<file path="src/rtl/sdrb_pkg.sv">
package sdrb_pkg;

  typedef enum logic [3:0] {
    CMD_ACTV = 4'b0011,
    CMD_READ = 4'b0101,
    CMD_NOP  = 4'b0111
  } sd_cmd_e;

  typedef enum logic [2:0] {
    ST_IDLE,
    ST_ACT,
    ST_RCD,
    ST_RD,
    ST_DRAIN
  } seq_st_e;

  // beats needed for one access: size 0 byte, 1 half, 2 word, 3 line
  function automatic logic [3:0] beat_count(input logic [1:0] sz, input logic wide);
    logic [3:0] n;
    case (sz)
      2'd0, 2'd1: n = 4'd1;
      2'd2:       n = wide ? 4'd1 : 4'd2;
      default:    n = wide ? 4'd4 : 4'd8;
    endcase
    return n;
  endfunction

  // low column bits cleared to align the first beat
  function automatic logic [3:0] align_mask(input logic [1:0] sz);
    logic [3:0] m;
    case (sz)
      2'd0:    m = 4'b0000;
      2'd1:    m = 4'b0001;
      2'd2:    m = 4'b0011;
      default: m = 4'b1111;
    endcase
    return m;
  endfunction

endpackage

</file>
<file path="src/rtl/sdrb_seq.sv">
module sdrb_seq
  import sdrb_pkg::*;
#(
  parameter int COL_W  = 9,
  parameter int BA_W   = 2,
  parameter int ROW_W  = 12,
  parameter int AP_BIT = 10,
  parameter int ADDR_W = COL_W + BA_W + ROW_W
) (
  input  logic              clk,
  input  logic              rst_n,
  input  logic              accept,
  input  logic [1:0]        req_size,
  input  logic [ADDR_W-1:0] req_addr,
  input  logic              req_bus32,
  input  logic [1:0]        req_trcd,
  input  logic [1:0]        req_trp,
  input  logic              last_captured,
  output logic              idle,
  output sd_cmd_e           cmd,
  output logic [ROW_W-1:0]  sd_addr,
  output logic [BA_W-1:0]   sd_ba,
  output logic              issue,
  output logic              issue_last,
  output logic              wide,
  output logic [1:0]        trp
);

  seq_st_e          st;
  logic [1:0]       wcnt;
  logic [3:0]       beat, nbeat;
  logic [COL_W-1:0] col;
  logic [ROW_W-1:0] row;
  logic             last_beat;

  assign last_beat = (beat == nbeat - 4'd1);

  always_ff @(posedge clk) begin
    if (!rst_n) begin
      st <= ST_IDLE; wcnt <= '0; beat <= '0; nbeat <= 4'd1;
      col <= '0; row <= '0; sd_ba <= '0; wide <= 1'b0; trp <= '0;
    end else begin
      case (st)
        ST_IDLE: if (accept) begin
          row   <= req_addr[COL_W+BA_W +: ROW_W];
          sd_ba <= req_addr[COL_W +: BA_W];
          col   <= req_addr[COL_W-1:0] & ~COL_W'(align_mask(req_size));
          nbeat <= beat_count(req_size, req_bus32);
          wide  <= req_bus32;
          wcnt  <= req_trcd;
          trp   <= req_trp;
          beat  <= '0;
          st    <= ST_ACT;
        end
        ST_ACT:  st <= (wcnt == 2'd0) ? ST_RD : ST_RCD;
        ST_RCD: begin
          wcnt <= wcnt - 2'd1;
          if (wcnt == 2'd1) st <= ST_RD;
        end
        ST_RD: begin
          beat <= beat + 4'd1;
          col  <= col + (wide ? COL_W'(4) : COL_W'(2));
          if (last_beat) st <= ST_DRAIN;
        end
        ST_DRAIN: if (last_captured) st <= ST_IDLE;
        default: st <= ST_IDLE;
      endcase
    end
  end

  always_comb begin
    cmd     = CMD_NOP;
    sd_addr = '0;
    if (st == ST_ACT) begin
      cmd     = CMD_ACTV;
      sd_addr = row;
    end else if (st == ST_RD) begin
      cmd             = CMD_READ;
      sd_addr         = ROW_W'(col);
      sd_addr[AP_BIT] = last_beat;
    end
  end

  assign idle       = (st == ST_IDLE);
  assign issue      = (st == ST_RD);
  assign issue_last = issue && last_beat;

endmodule

</file>
<file path="src/rtl/sdrb_capture.sv">
module sdrb_capture #(
  parameter int CAS_LAT = 2,
  parameter int DQ_W    = 32,
  parameter int LINE_W  = 128,
  parameter int HALF_W  = DQ_W / 2,
  parameter int IDX_W   = $clog2(LINE_W / HALF_W)
) (
  input  logic              clk,
  input  logic              rst_n,
  input  logic              clear,
  input  logic              issue,
  input  logic              issue_last,
  input  logic              wide,
  input  logic [DQ_W-1:0]   dq,
  output logic              last_captured,
  output logic [LINE_W-1:0] rd_data,
  output logic              rd_done
);

  logic [CAS_LAT-1:0] vld_p, last_p;
  logic [IDX_W-1:0]   idx;
  logic               fire;

  always_ff @(posedge clk) begin
    if (!rst_n) begin
      vld_p <= '0; last_p <= '0;
    end else begin
      vld_p[0]  <= issue;
      last_p[0] <= issue_last;
      for (int i = 1; i < CAS_LAT; i++) begin
        vld_p[i]  <= vld_p[i-1];
        last_p[i] <= last_p[i-1];
      end
    end
  end

  assign fire          = vld_p[CAS_LAT-1];
  assign last_captured = fire && last_p[CAS_LAT-1];

  always_ff @(posedge clk) begin
    if (!rst_n) begin
      rd_data <= '0; idx <= '0; rd_done <= 1'b0;
    end else begin
      rd_done <= last_captured;
      if (clear) begin
        rd_data <= '0;
        idx     <= '0;
      end else if (fire) begin
        if (wide) rd_data[idx[IDX_W-2:0]*DQ_W +: DQ_W] <= dq;
        else      rd_data[idx*HALF_W +: HALF_W]         <= dq[HALF_W-1:0];
        idx <= idx + 1'b1;
      end
    end
  end

endmodule

</file>
<file path="src/rtl/sdrb_bank_guard.sv">
module sdrb_bank_guard #(
  parameter int BA_W    = 2,
  parameter int CAS_LAT = 2,
  parameter int NBANK   = 1 << BA_W,
  parameter int TW      = $clog2(CAS_LAT + 6)
) (
  input  logic             clk,
  input  logic             rst_n,
  input  logic             load,
  input  logic [BA_W-1:0]  load_bank,
  input  logic [1:0]       trp,
  output logic [NBANK-1:0] busy
);

  for (genvar g = 0; g < NBANK; g++) begin : g_bank
    logic [TW-1:0] tmr;
    always_ff @(posedge clk) begin
      if (!rst_n)                                tmr <= '0;
      else if (load && load_bank == BA_W'(g))    tmr <= TW'(CAS_LAT + 1) + TW'(trp);
      else if (tmr != '0)                        tmr <= tmr - 1'b1;
    end
    assign busy[g] = (tmr != '0);
  end

endmodule

</file>
<file path="src/rtl/sdram_burst_rd.sv">
module sdram_burst_rd
  import sdrb_pkg::*;
#(
  parameter int COL_W   = 9,
  parameter int BA_W    = 2,
  parameter int ROW_W   = 12,
  parameter int CAS_LAT = 2,
  parameter int DQ_W    = 32,
  parameter int LINE_W  = 128,
  parameter int ADDR_W  = COL_W + BA_W + ROW_W
) (
  input  logic              clk,
  input  logic              rst_n,
  input  logic              req_valid,
  output logic              req_ready,
  input  logic [1:0]        req_size,
  input  logic [ADDR_W-1:0] req_addr,
  input  logic              req_bus32,
  input  logic [1:0]        req_trcd,
  input  logic [1:0]        req_trp,
  output logic              sd_cs_n,
  output logic              sd_ras_n,
  output logic              sd_cas_n,
  output logic              sd_we_n,
  output logic [ROW_W-1:0]  sd_addr,
  output logic [BA_W-1:0]   sd_ba,
  input  logic [DQ_W-1:0]   sd_dq_in,
  output logic [LINE_W-1:0] rd_data,
  output logic              rd_done
);

  localparam int NBANK = 1 << BA_W;

  sd_cmd_e          cmd;
  logic             idle, accept, issue, issue_last, wide, last_captured;
  logic [1:0]       trp;
  logic [NBANK-1:0] bank_busy;

  assign req_ready = idle && !bank_busy[req_addr[COL_W +: BA_W]];
  assign accept    = req_valid && req_ready;
  assign {sd_cs_n, sd_ras_n, sd_cas_n, sd_we_n} = cmd;

  sdrb_seq #(.COL_W(COL_W), .BA_W(BA_W), .ROW_W(ROW_W)) u_seq (
    .clk, .rst_n, .accept, .req_size, .req_addr, .req_bus32, .req_trcd,
    .req_trp, .last_captured, .idle, .cmd, .sd_addr, .sd_ba, .issue,
    .issue_last, .wide, .trp
  );

  sdrb_capture #(.CAS_LAT(CAS_LAT), .DQ_W(DQ_W), .LINE_W(LINE_W)) u_cap (
    .clk, .rst_n, .clear(accept), .issue, .issue_last, .wide,
    .dq(sd_dq_in), .last_captured, .rd_data, .rd_done
  );

  sdrb_bank_guard #(.BA_W(BA_W), .CAS_LAT(CAS_LAT)) u_guard (
    .clk, .rst_n, .load(issue_last), .load_bank(sd_ba), .trp,
    .busy(bank_busy)
  );

endmodule

</file>
<file path="config.mk">
export PLATFORM = sky130hd
export DESIGN_NAME = sdram_burst_rd
export DESIGN_NICKNAME = d
export VERILOG_FILES = /design/src/rtl/sdrb_pkg.sv /design/src/rtl/sdrb_seq.sv /design/src/rtl/sdrb_capture.sv /design/src/rtl/sdrb_bank_guard.sv /design/src/rtl/sdram_burst_rd.sv
export SDC_FILE = /design/constraint.sdc
export NUM_CORES = 1
export LEC_CHECK = 0
export BUFFER_PORTS_ARGS = -buffer_cell sky130_fd_sc_hd__buf_4
export CAP_MARGIN = 10
export CORE_MARGIN = 2
export CORE_UTILIZATION = 35
export DETAILED_ROUTE_END_ITERATION = 10
export GPL_TIMING_DRIVEN = 0
export PLACE_DENSITY_LB_ADDON = 0.05
export SLEW_MARGIN = 20
export SYNTH_ARGS = -nofsm -noshare
export SYNTH_HDL_FRONTEND = slang
export SYNTH_SLANG_ARGS = --single-unit
</file>
<file path="constraint.sdc">
create_clock -name clk -period 3.36 [get_ports clk]
set_input_delay 0.504 -clock clk [delete_from_list [all_inputs] [get_ports clk]]
set_output_delay 0.504 -clock clk [all_outputs]
set_load 0.01 [all_outputs]
</file>
### Word-level counts from Yosys, hierarchy flattened

Cells that the tools add are included.

* add/subtract/negate cells: 12
* order comparisons: 1
* equal/unequal tests: 15
* shifts and indexed selects: 4
* mux-type cells: 37
* bitwise logic cells: 3
* reductions and logical operators: 29

Operators by type and width (count)
* 128-bit bitwise mux: 2
* 128-bit 2-to-1 mux: 1
* 16-bit by 34-bit variable shift with 128-bit output (first input constant): 1
* 32-bit by 34-bit variable shift with 128-bit output (first input constant): 1
* 16-bit by 34-bit indexed part select with 128-bit output: 1
* 32-bit by 34-bit indexed part select with 128-bit output: 1
* 7-bit negation with 34-bit output: 2
* 3-bit 2-to-1 mux: 13
* 4-bit 2-to-1 mux: 6
* 9-bit case mux with 2 select lines: 1
* 4-bit case mux with 2 select lines: 2
* 3-bit case mux with 5 select lines: 1
* 12-bit 2-to-1 mux: 1
* 4-bit case mux with 3 select lines: 1
* 2-bit nonzero test: 6
* 3-bit nonzero test: 4
* 3-bit by 1-bit subtractor with 3-bit output (second input constant): 4
* 11-bit 2-to-1 mux: 1
* 9-bit adder: 1
* 9-bit AND: 1
* 9-bit 2-to-1 mux: 1
* 4-bit NOT with 9-bit output: 1
* 1-bit logical AND: 8
* 2-bit by 1-bit == test with 1-bit output (second input constant): 3
* 24 further kinds: 37

* register bits after elaboration: 187
* output and inout bits: 148

### Logic depth before layout (Yosys ltp)

Gate-level depths: netlist (run 1).

* word-level depth: 13
* gate-level depth with buffers: 11

### Hierarchy

From an unflattened synthesis (run 1), not the netlist that was laid out.

* cells, all modules: 912
* area total of the unflattened synthesis: 8469.4 um2

Modules (own cells, without submodules)
* sdrb_capture: instances 1, cells each 567, area an instance 5654.2 um2
* sdrb_seq: instances 1, cells each 258, area an instance 2006.9 um2
* sdrb_bank_guard: instances 1, cells each 79, area an instance 739.5 um2
* sdram_burst_rd: instances 1, cells each 8, area an instance 68.8 um2

### Worst setup path before layout (run 1)

Ideal clock, no wire load.

* path kind: register -> register
* start point: register u_cap.idx[0]
* end point: register u_cap.rd_data[70]
* setup time: 122 ps
* arrival time: 2532 ps
* required time: 3238 ps
* slack: 706 ps
* cell stages (with the launch flop): 11
* path buffers: 3
* clock period less this slack: 2654 ps
* cell sequence: dfxtp_1 -> buf_2 -> inv_1 -> ha_1 -> ha_1 -> or3b_1 -> buf_6 -> o41a_1 -> clkbuf_1 -> o21ai_0 -> a21oi_1

* longest elaborated chain between the ends: 4
* elaborated cells on any way between the ends: 9
* classes of those cells: 2 x add/sub; 4 x shift; 3 x mux

Ends and longest elaborated chain
* start: declaration: line sdrb_capture.sv:21 `logic [IDX_W-1:0] idx;`
* start signal: assignment: line sdrb_capture.sv:51 `idx <= idx + 1'b1;`
* 7-bit negation with 34-bit output, on equally long branches: line sdrb_capture.sv:49, sdrb_capture.sv:50
* 32-bit by 34-bit indexed part select with 128-bit output (tied with other cells): line sdrb_capture.sv:49 `if (wide) rd_data[idx[IDX_W-2:0]*DQ_W +: DQ_W] <= dq;`
* 128-bit bitwise mux, on equally long branches: line sdrb_capture.sv:49, sdrb_capture.sv:50
* 128-bit 2-to-1 mux (*): line sdrb_capture.sv:49
* end signal: indexed assignment: line sdrb_capture.sv:49
* end signal: indexed assignment: line sdrb_capture.sv:50 `else rd_data[idx*HALF_W +: HALF_W] <= dq[HALF_W-1:0];`
* end: declaration: line sdrb_capture.sv:16 `output logic [LINE_W-1:0] rd_data,`

Mark *: on every way between the ends. The rest lies on a longest branch, timed or not.
A chain may end at the register's enable or synchronous reset.

### Worst setup path in the final report (run 1)

* start point: register u_guard.g_bank[1].tmr[0]
* end point: output req_ready

* longest elaborated chain between the ends: 5

Ends and longest elaborated chain
* start: declaration: line sdrb_bank_guard.sv:16 `logic [TW-1:0] tmr;`
* start signal: assignment: line sdrb_bank_guard.sv:19 `else if (load && load_bank == BA_W'(g)) tmr <= TW'(CAS_LAT + 1) + TW'(trp);`
* start signal: assignment: line sdrb_bank_guard.sv:20 `else if (tmr != '0) tmr <= tmr - 1'b1;`
* 3-bit nonzero test: line sdrb_bank_guard.sv:22 `assign busy[g] = (tmr != '0);`
* 1-bit binary-select mux with 2-bit select: line sdram_burst_rd.sv:39 `assign req_ready = idle && !bank_busy[req_addr[COL_W +: BA_W]];`
* 1-bit 2-to-1 mux (not written as such): line sdram_burst_rd.sv:39
* 1-bit logical NOT: line sdram_burst_rd.sv:39
* 1-bit logical AND: line sdram_burst_rd.sv:39
* end: declaration: line sdram_burst_rd.sv:15 `output logic req_ready,`

Every way passes these cells. The select of a mux whose other input is x is not followed.

==> impl_metrics.env, run 1 <==
export IMPL_outcome="finished, final reports clean"
export IMPL_synth_simple_area_share=0.1077
export IMPL_grt_usage=0.2425
export IMPL_gr_total_overflow=0
export IMPL_grt_pass1_vias=8795
export IMPL_die_w_um=165.9
export IMPL_antenna_found_initial=0
export IMPL_ys_seq_area_frac=0.4082
export IMPL_synth_top_area_frac=0.4082
export IMPL_synth_compound_area_frac=0.3389
export IMPL_p_per_area_nw_per_um2=566.2
export IMPL_cts_num_sinks=187
export IMPL_drtPass1Iterations=6
export IMPL_worst_ep_arrival_time_ns=2.70
export IMPL_synth_edff_count=0
export IMPL_grt_pass1_wl_mm=52.33
export IMPL_criticalPathCategory="register to output pin"
export IMPL_core_area_um2=25910
export IMPL_drc=0
export IMPL_crit_fanout=10
export IMPL_tns_ns=0
export IMPL_antenna_cells=0
export IMPL_vias_per_cell=5.678
export IMPL_synth_top_area_cell="dfxtp_1"
export IMPL_synth_seq_cells=187
export IMPL_max_freq_mhz=312.4
export IMPL_clockRootBuffer="clkbuf_16"
export IMPL_async_flop_share=0
export IMPL_hold_slack_ns=0.3162
export IMPL_cts_tree="yes"
export IMPL_muxShareOfSynthArea=0.02401
export IMPL_drt_iter0_drc=753
export IMPL_final_antenna_net_count=0
export IMPL_drv_cap=0
export IMPL_clk_path_buf_depth=2
export IMPL_synth_most_common_cell="dfxtp_1"
export IMPL_slew_violations=0
export IMPL_worstPathRequired_ns=2.86
export IMPL_gp_congestion=0.8606
export IMPL_fin_skew_ns=0.01146
export IMPL_dieHeight_um=165.9
export IMPL_wire_per_inst_um=21.37
export IMPL_slew_headroom=0.5318
export IMPL_fin_cells=1602
export IMPL_finalSetupViolCount=0
export IMPL_rows=59
export IMPL_area_growth_pct=27.44
export IMPL_synth_ff_type="dfxtp_1"
export IMPL_layout_min_cycle_time_ns=3.201
export IMPL_syn_avg_cell_area_um2=8.809
export IMPL_synth_cells=1041
export IMPL_hold_viol=0
export IMPL_cts_clk_slew_worst_paths_ns=0.08
export IMPL_clk_latency_ns=0.44
export IMPL_end_kind="output pin"
export IMPL_drt_wl_total_mm=34.23
export IMPL_finalNetCount=1344
export IMPL_dp_hpwl_mm=25.09
export IMPL_worst_slew_pin_slew_ns=0.7023
export IMPL_ys_types=71
export IMPL_yosys_top_cells_area="dfxtp_1 (41%), a21oi_1 (8.5%), a211oi_1 (5.4%)"
export IMPL_synth_xor_area_frac=0.01405
export IMPL_synthAdderAreaFrac=0.03220
export IMPL_initial_core_util=0.3539
export IMPL_ys_warn_count=0
export IMPL_vias=9096
export IMPL_portBuffers=196
export IMPL_p_leak_nw=4.232
export IMPL_ir_drop_uv=270.6
export IMPL_cts_hold_buf=0
export IMPL_io_pins=213
export IMPL_crit_chain="inv_1 > ha_1 > nor2b_1 > mux4_2 > clkbuf_1 > buf_2 > and2_1 > buf_4"
export IMPL_layout_drive_gt1_share=0.2486
export IMPL_critPathLaunchType="register"
export IMPL_worst_path_max_delay_cell="clkbuf_1"
export IMPL_finalCritPeriodShare=0.9527
export IMPL_synth_top_family_by_area="compound AO/OA/AOI/OAI gates"
export IMPL_htree_levels=4
export IMPL_yosys_top_cells_count="dfxtp_1 (187), a21oi_1 (155), o21ai_0 (96)"
export IMPL_synth_fp_nets=1129
export IMPL_grt_start_max_net_pins=17
export IMPL_slowest_delay_ns=0.42
export IMPL_grt_setup_unrepaired="no"
export IMPL_hp_class="input pin to register"
export IMPL_placed_cells=1572
export IMPL_dieArea_um2=27510
export IMPL_cts_made_buffers=17
export IMPL_syn_area_um2=9170
==> critical path: cells and delay by family (launching register included) <==
kind / cells / cell delay, ns
fa+ha+maj: 1 / 0.18
buf+inv: 4 / 0.94
flops: 1 / 0.32
mux: 1 / 0.40
simple gates: 2 / 0.41
==> through the flow <==
step / worst slack [ns] / area [µm²] / util / total power, mW
floorplan: 0.7061 / 9170 / - / 3.790
global placement: 0.2360 / 11060 / 0.4269 / 4.446
detailed placement: 0.2271 / 11060 / 0.4269 / 4.449
CTS: 0.1281 / 11680 / 0.4507 / 6.640
global route: 0.0006257 / 11690 / 0.4510 / 6.963
finish: 0.1591 / 11690 / 0.4510 / 6.617
==> final cells by class <==
type | instances | area [µm²]
fillers | 2631 | 14220
multi-input cells | 706 | 4755
flip-flops and latches | 187 | 3744
repair buffers | 196 | 1471
plain buffers | 122 | 583.1
clock buffers | 18 | 429.2
well taps | 335 | 419.2
clock inverters | 12 | 187.7
inverters | 26 | 97.59
==> cells by family (layout without fill, tap and decap cells) <==
| group | count (synthesis) | in the layout |
|---|---|---|
| compound gates | 478 | 478 |
| flops | 187 | 187 |
| simple gates | 171 | 171 |
| buf+inv | 148 | 374 |
| fa+ha+maj | 23 | 23 |
| mux | 19 | 19 |
| xor+xnor | 13 | 13 |
| other cells | 2 | 2 |
==> placed cells by master (no fill, tap or decap), types with 5 or more instances in the layout <==
master / instances
buf_4: 205
dfxtp_1: 187
a21oi_1: 155
o21ai_0: 96
a211oi_1: 66
a22oi_1: 64
clkbuf_1: 60
o2111ai_1: 49
buf_2: 41
nand2_1: 30
nand3_1: 29
inv_1: 24
ha_1: 22
nand4_1: 19
nor2_1: 17
clkbuf_16: 17
mux2i_1: 13
and2_1: 11
xnor2_1: 10
nor3_1: 9
a22o_1: 9
nor2b_1: 8
clkbuf_2: 8
nand2b_1: 7
o31a_1: 6
and3_1: 6
o211ai_1: 6
nor4_1: 5
a31oi_1: 5
==> routing by layer <==
metal  share of wire  vias to the layer above  global-route usage
met5               0                        -                   0
met4           0.020                        0             0.06881
met3           0.066                       59             0.04743
met2            0.43                      355              0.3612
met1            0.48                     4290              0.3553
li1                -                     4392                   -
==> state kept, by name (all words and copies together), names as in the netlist, 3 cells and up <==
signal	cells
u_cap.rd_data	128
u_guard.g_bank.tmr	12
u_seq.row	12
u_seq.col	9
u_seq.beat	4
u_seq.nbeat	4
u_cap.idx	3
u_seq.st	3
==> where the power goes <==
part	internal [mW]	leakage (nW)	switching, mW	total, mW
combinational	0.652	2.43	1.26	1.91
sequential	2.39	1.51	0.125	2.51
clock	1.25	0.294	0.946	2.20
==> repair_timing <==
item	CTS	global route
resized for setup	1	1
setup buffers	0	0
pin swaps	0	0
endpoints found under the hold margin	0	0
endpoints found under the setup margin	1	10
==> final timing paths <==
path                                         startpoint                        endpoint  slack (ns)  depth (start not counted)
hold reg to reg              u_cap.last_p[0]$_SDFF_PN0_      u_cap.last_p[1]$_SDFF_PN0_        0.43                          1
hold / removal                             req_addr[11]       u_seq.row[0]$_SDFFE_PN0P_        0.32                          3
setup / recovery  u_guard.g_bank[1].tmr[0]$_SDFFE_PN0P_                       req_ready        0.16                          8
setup reg to reg              u_cap.idx[0]$_SDFFE_PP0P_  u_cap.rd_data[92]$_SDFFE_PP0P_        0.25                         11
Note: power is estimated with default switching activity, not from simulation.
==> run 2: changes to the inputs <==
CAP_MARGIN = unset   (was 10)
CELL_PAD_IN_SITES_DETAIL_PLACEMENT = 1   (was unset)
CELL_PAD_IN_SITES_GLOBAL_PLACEMENT = 1   (was unset)
==> impl_metrics.env, run 2 (synthesized netlist as in run 1, its figures left out) <==
export IMPL_outcome="finished, final reports clean"
export IMPL_slew_violations=0
export IMPL_top_regs="u_cap.rd_data: 128 flops, u_guard.g_bank.tmr: 12 flops, u_seq.row: 12 flops"
export IMPL_combPwrFrac=0.296
export IMPL_p_int_mw=4.059
export IMPL_die_w_um=165.9
export IMPL_postPlaceCellArea_um2=11060
export IMPL_antenna_found_initial=0
export IMPL_core_area_um2=25910
export IMPL_gp_congestion=0.8541
export IMPL_vias=9266
export IMPL_grt_usage=0.2558
export IMPL_r2r_start="u_cap.idx[0]$_SDFFE_PP0P_"
export IMPL_multiInputGateArea_um2=4760
export IMPL_num_fill_cells=3101
export IMPL_area_growth_pct=27.25
export IMPL_grt_pass1_wl_mm=55.26
export IMPL_regMostFlops="u_cap.rd_data"
export IMPL_end_kind="register"
export IMPL_layout_common_cells="buf_4 (205), dfxtp_1 (187), a21oi_1 (155)"
export IMPL_criticalPathCategory="register to register"
export IMPL_placed_cells=1572
export IMPL_final_antenna_net_count=0
export IMPL_pre_cts_slack_ns=0.1781
export IMPL_ff_latch_area_um2=3744
export IMPL_cts_setup_buffers=0
export IMPL_portBuffers=196
export IMPL_worst_slew_pin_slew_ns=0.7791
export IMPL_hold_viol=0
export IMPL_power_frac_seq=0.384
export IMPL_p_total_mw=6.528
export IMPL_dieHeight_um=165.9
export IMPL_drv_cap=0
export IMPL_layout_commonest_cell="buf_4"
export IMPL_layout_min_cycle_time_ns=3.243
export IMPL_ir_drop_uv=362.4
export IMPL_grt_start_max_net_pins=20
export IMPL_clockRootBuffer="clkbuf_16"
export IMPL_htree_levels=4
export IMPL_fin_skew_ns=0.01854
export IMPL_largest_reg_flops=128
export IMPL_r2r_end="u_cap.rd_data[92]$_SDFFE_PP0P_"
export IMPL_p_per_area_nw_per_um2=559.4
export IMPL_cts_hold_buf=0
export IMPL_worstPathRequired_ns=3.72
export IMPL_worst_slack_ns=0.1168
export IMPL_finalCritPeriodShare=0.9653
export IMPL_hold_path_depth=3
export IMPL_hp_start="req_addr[22]"
export IMPL_vias_per_cell=5.777
export IMPL_hold_slack_ns=0.3106
export IMPL_dp_hpwl_mm=26.40
export IMPL_wire_per_inst_um=22.29
export IMPL_rows=59
export IMPL_switching_power_mw=2.469
export IMPL_clk_latency_ns=0.45
export IMPL_slew_headroom=0.4806
export IMPL_critPathLaunchType="register"
export IMPL_drt_wl_total_mm=35.75
export IMPL_rr_worst_depth=9
export IMPL_cts_made_buffers=17
export IMPL_grt_pass1_vias=9362
export IMPL_drc=0
export IMPL_p_clk_frac=0.319
export IMPL_antenna_cells=0
export IMPL_drtPass1Iterations=7
export IMPL_grt_setup_unrepaired="no"
export IMPL_tns_ns=0
export IMPL_cts_clk_slew_worst_paths_ns=0.08
export IMPL_gr_total_overflow=0
export IMPL_switching_share=0.3781
export IMPL_hp_class="input pin to register"
export IMPL_p_leak_nw=4.227
export IMPL_dieArea_um2=27510
export IMPL_crit_fanout=10
export IMPL_cts_num_sinks=187
export IMPL_initial_core_util=0.3539
export IMPL_rrSetupSlack_ns=0.12
export IMPL_fin_cells=1604
export IMPL_max_freq_mhz=308.3
export IMPL_hold_end="u_seq.row[11]$_SDFFE_PN0P_"
export IMPL_io_pins=213
export IMPL_fin_util=0.4503
export IMPL_finalNetCount=1344
export IMPL_design_area_um2=11670
export IMPL_clk_path_buf_depth=2
export IMPL_finalSetupViolCount=0
export IMPL_drt_iter0_drc=742
export IMPL_layout_drive_gt1_share=0.2514
export IMPL_cts_tree="yes"
export IMPL_worst_ep_arrival_time_ns=3.60
-- run 2: cell count changes in the layout (fill, tap and decap cells not counted), moves of 2 or more --
| cell | change |
|---|---|
| clkinv_8 | +4 |
| clkinv_4 | -2 |
| inv_8 | +3 |
| bufinv_16 | -4 |
-- run 2: worst max path at each step --
stage | endpoint | startpoint | slack [ns]
after floorplan | u_cap.rd_data[70]$_SDFFE_PP0P_ | u_cap.idx[0]$_SDFFE_PP0P_ | 0.71
after global placement | u_cap.rd_data[92]$_SDFFE_PP0P_ | u_cap.idx[0]$_SDFFE_PP0P_ | 0.16
after detailed placement | u_cap.rd_data[92]$_SDFFE_PP0P_ | u_cap.idx[0]$_SDFFE_PP0P_ | 0.18
after CTS | req_ready | u_guard.g_bank[0].tmr[0]$_SDFFE_PN0P_ | 0.14
after global routing | u_cap.rd_data[62]$_SDFFE_PP0P_ | u_cap.idx[0]$_SDFFE_PP0P_ | 0.006
final | u_cap.rd_data[92]$_SDFFE_PP0P_ | u_cap.idx[0]$_SDFFE_PP0P_ | 0.12
-- run 2: critical path: stages, from the launching register on --
cell and delay (ns):
dfxtp_1 0.38, buf_2 0.28, inv_1 0.15, ha_1 0.30, buf_2 0.23, nand2b_2 0.23
nor3_2 0.57, clkbuf_1 0.55, a22oi_1 0.20, a211oi_1 0.26
-- run 2: per-layer routing --
layer | share of wire | up-vias | routed length (µm) | track usage
li1 | - | 4378 | - | -
met1 | 0.46 | 4508 | 16540 | 0.3531
met2 | 0.46 | 330 | 16310 | 0.4081
met3 | 0.058 | 50 | 2066 | 0.04552
met4 | 0.023 | 0 | 834 | 0.07864
met5 | 0 | - | 0 | 0
-- run 2: what timing repair did --
| action | CTS | global route |
|---|---|---|
| resized for setup | 1 | 2 |
| pin swaps | 0 | 0 |
| cloned | 0 | 0 |
| endpoints found under the setup margin | 1 | 6 |
-- run 2: cell type report --
class                      count  share of cell area
buffer                       122             0.04997
timing repair buffer         196              0.1261
clock inverter                14             0.01330
inverter                      26            0.008364
clock buffer                  18             0.03764
multi-input combinational    706              0.4079
tap                          335             0.03592
sequential                   187              0.3208
-- run 2: power groups by stage --
stage               clock network [mW]  registers [mW]  logic (mW)
finish                            2.09            2.51        1.93
global route                      2.21            2.53        2.14
CTS                               2.11            2.51        1.93
detailed placement                   0            2.56        1.91
global placement                     0            2.56        1.88
floorplan                            0            2.53        1.26
==> run 3: changes to the inputs <==
PLACE_DENSITY = 0.82   (was unset)
PLACE_DENSITY_LB_ADDON = unset   (was 0.05)
==> impl_metrics.env, run 3 (synthesized netlist as in run 1, its figures left out) <==
export IMPL_clk_latency_ns=0.44
export IMPL_ir_drop_uv=228.9
export IMPL_dp_hpwl_mm=26.02
export IMPL_drv_cap=0
export IMPL_drt_iter0_drc=791
export IMPL_slew_violations=0
export IMPL_placed_cells=1572
export IMPL_worst_ep_arrival_time_ns=3.49
export IMPL_layout_commonest_cell="buf_4"
export IMPL_slowest_delay_ns=0.39
export IMPL_vias_per_cell=5.957
export IMPL_cts_hold_buf=0
export IMPL_finalSetupViolCount=0
export IMPL_design_area_um2=11650
export IMPL_slew_headroom=0.4815
export IMPL_pre_cts_slack_ns=0.1714
export IMPL_cts_tree="yes"
export IMPL_die_w_um=165.9
export IMPL_cts_num_sinks=187
export IMPL_final_antenna_net_count=0
export IMPL_ctsResizeCount=1
export IMPL_grt_pass1_wl_mm=54.83
export IMPL_initial_core_util=0.3539
export IMPL_max_freq_mhz=313.9
export IMPL_vias=9543
export IMPL_hp_class="input pin to register"
export IMPL_io_pins=213
export IMPL_portBuffers=196
export IMPL_p_per_area_nw_per_um2=553.4
export IMPL_drtPass1Iterations=5
export IMPL_finalCritPeriodShare=0.9480
export IMPL_drt_wl_total_mm=35.40
export IMPL_grt_pass1_vias=9611
export IMPL_largest_reg_flops=128
export IMPL_grt_usage=0.2511
export IMPL_rrSetupSlack_ns=0.17
export IMPL_cts_setup_buffers=0
export IMPL_layout_min_cycle_time_ns=3.185
export IMPL_cts_made_buffers=17
export IMPL_worst_path_max_delay_cell="dfxtp_1"
export IMPL_drc=0
export IMPL_htree_levels=4
export IMPL_rr_worst_depth=11
export IMPL_critPathLaunchType="register"
export IMPL_regMostFlops="u_cap.rd_data"
export IMPL_tns_ns=0
export IMPL_postPlaceCellArea_um2=11060
export IMPL_hold_path_depth=3
export IMPL_cts_clk_slew_worst_paths_ns=0.08
export IMPL_clockRootBuffer="clkbuf_16"
export IMPL_crit_chain="buf_2 > inv_1 > ha_1 > ha_1 > or3b_1 > buf_6 > o21ai_2 > and2_1 > buf_2 > buf_4 > a211oi_1"
export IMPL_fin_cells=1602
export IMPL_hold_viol=0
export IMPL_antenna_cells=0
export IMPL_hp_start="req_addr[13]"
export IMPL_p_leak_nw=4.223
export IMPL_end_kind="register"
export IMPL_clk_path_buf_depth=2
export IMPL_finalNetCount=1342
export IMPL_worst_slack_ns=0.1748
export IMPL_area_growth_pct=27.00
export IMPL_r2r_end="u_cap.rd_data[54]$_SDFFE_PP0P_"
export IMPL_r2r_start="u_cap.idx[0]$_SDFFE_PP0P_"
export IMPL_p_total_mw=6.445
export IMPL_gp_congestion=0.9172
export IMPL_rows=59
export IMPL_startpoint="u_cap.idx[0]$_SDFFE_PP0P_"
export IMPL_dieArea_um2=27510
export IMPL_worst_slew_pin_slew_ns=0.7778
export IMPL_antenna_found_initial=0
export IMPL_gr_total_overflow=0
export IMPL_criticalPathCategory="register to register"
export IMPL_layout_drive_gt1_share=0.2510
export IMPL_fin_skew_ns=0.01569
export IMPL_grt_start_max_net_pins=20
export IMPL_wire_per_inst_um=22.10
export IMPL_core_area_um2=25910
export IMPL_dieHeight_um=165.9
export IMPL_crit_fanout=10
export IMPL_outcome="finished, final reports clean"
export IMPL_layout_common_cells="buf_4 (205), dfxtp_1 (187), a21oi_1 (155)"
export IMPL_hold_end="u_seq.row[2]$_SDFFE_PN0P_"
export IMPL_top_regs="u_cap.rd_data: 128 flops, u_guard.g_bank.tmr: 12 flops, u_seq.row: 12 flops"
export IMPL_grt_setup_unrepaired="no"
export IMPL_worstPathRequired_ns=3.67
run 3: cell count changes in the layout (fill, tap and decap cells not counted), moves of 2 or more:
cell      previous run  this run
inv_6                5         2
clkinv_4             0         4
clkinv_8             4         2
inv_8                3         5
clkbuf_1            59        57
run 3: cell type report:
class                      count  area (µm²)
buffer                       120       575.6
clock buffer                  17       425.4
clock inverter                15       151.4
fill                        3084       14260
inverter                      26       97.59
multi-input combinational    706        4762
sequential                   187        3744
tap                          335       419.2
timing repair buffer         196        1471
run 3: stage by stage:
stage                     utilization  hold slack, ns
final                          0.4495          0.3190
after global routing           0.4495          0.3219
after CTS                      0.4492          0.3152
after detailed placement       0.4269          0.4237
after global placement         0.4269          0.4189
after floorplan                     -          0.4119
run 3: report_power, final:
part	leakage (nW)	total, mW	internal [mW]	switching (mW)
clock	0.287	2.01	0.992	1.01
sequential	1.51	2.52	2.39	0.134
combinational	2.42	1.92	0.651	1.27
run 3: worst max path at each step:
stage	endpoint	slack (ns)	depth (start not counted)
floorplan	u_cap.rd_data[70]$_SDFFE_PP0P_	0.71	10
global placement	u_cap.rd_data[30]$_SDFFE_PP0P_	0.28	11
detailed placement	u_cap.rd_data[26]$_SDFFE_PP0P_	0.17	11
CTS	req_ready	0.11	8
global route	u_cap.rd_data[54]$_SDFFE_PP0P_	0.02	11
finish	u_cap.rd_data[54]$_SDFFE_PP0P_	0.17	11
run 3: layer usage:
metal  vias to the layer above  share of wire  GRT usage  routed length [µm]
met4                         0          0.045     0.1251                1583
li1                       4362              -          -                   -
met2                       419           0.46     0.4027               16390
met1                      4670           0.41     0.3163               14680
met5                         -              0          0                   0
met3                        92          0.078    0.06030                2747
run 3: worst max-delay path, delay by kind of cell (launching register included):
family | cells | cell delay, ns
buffers and inverters | 5 | 0.98
and+or+nand+nor | 2 | 0.55
adders and majority gates | 2 | 0.68
DFF | 1 | 0.39
AOI/OAI and AO/OA | 2 | 0.45
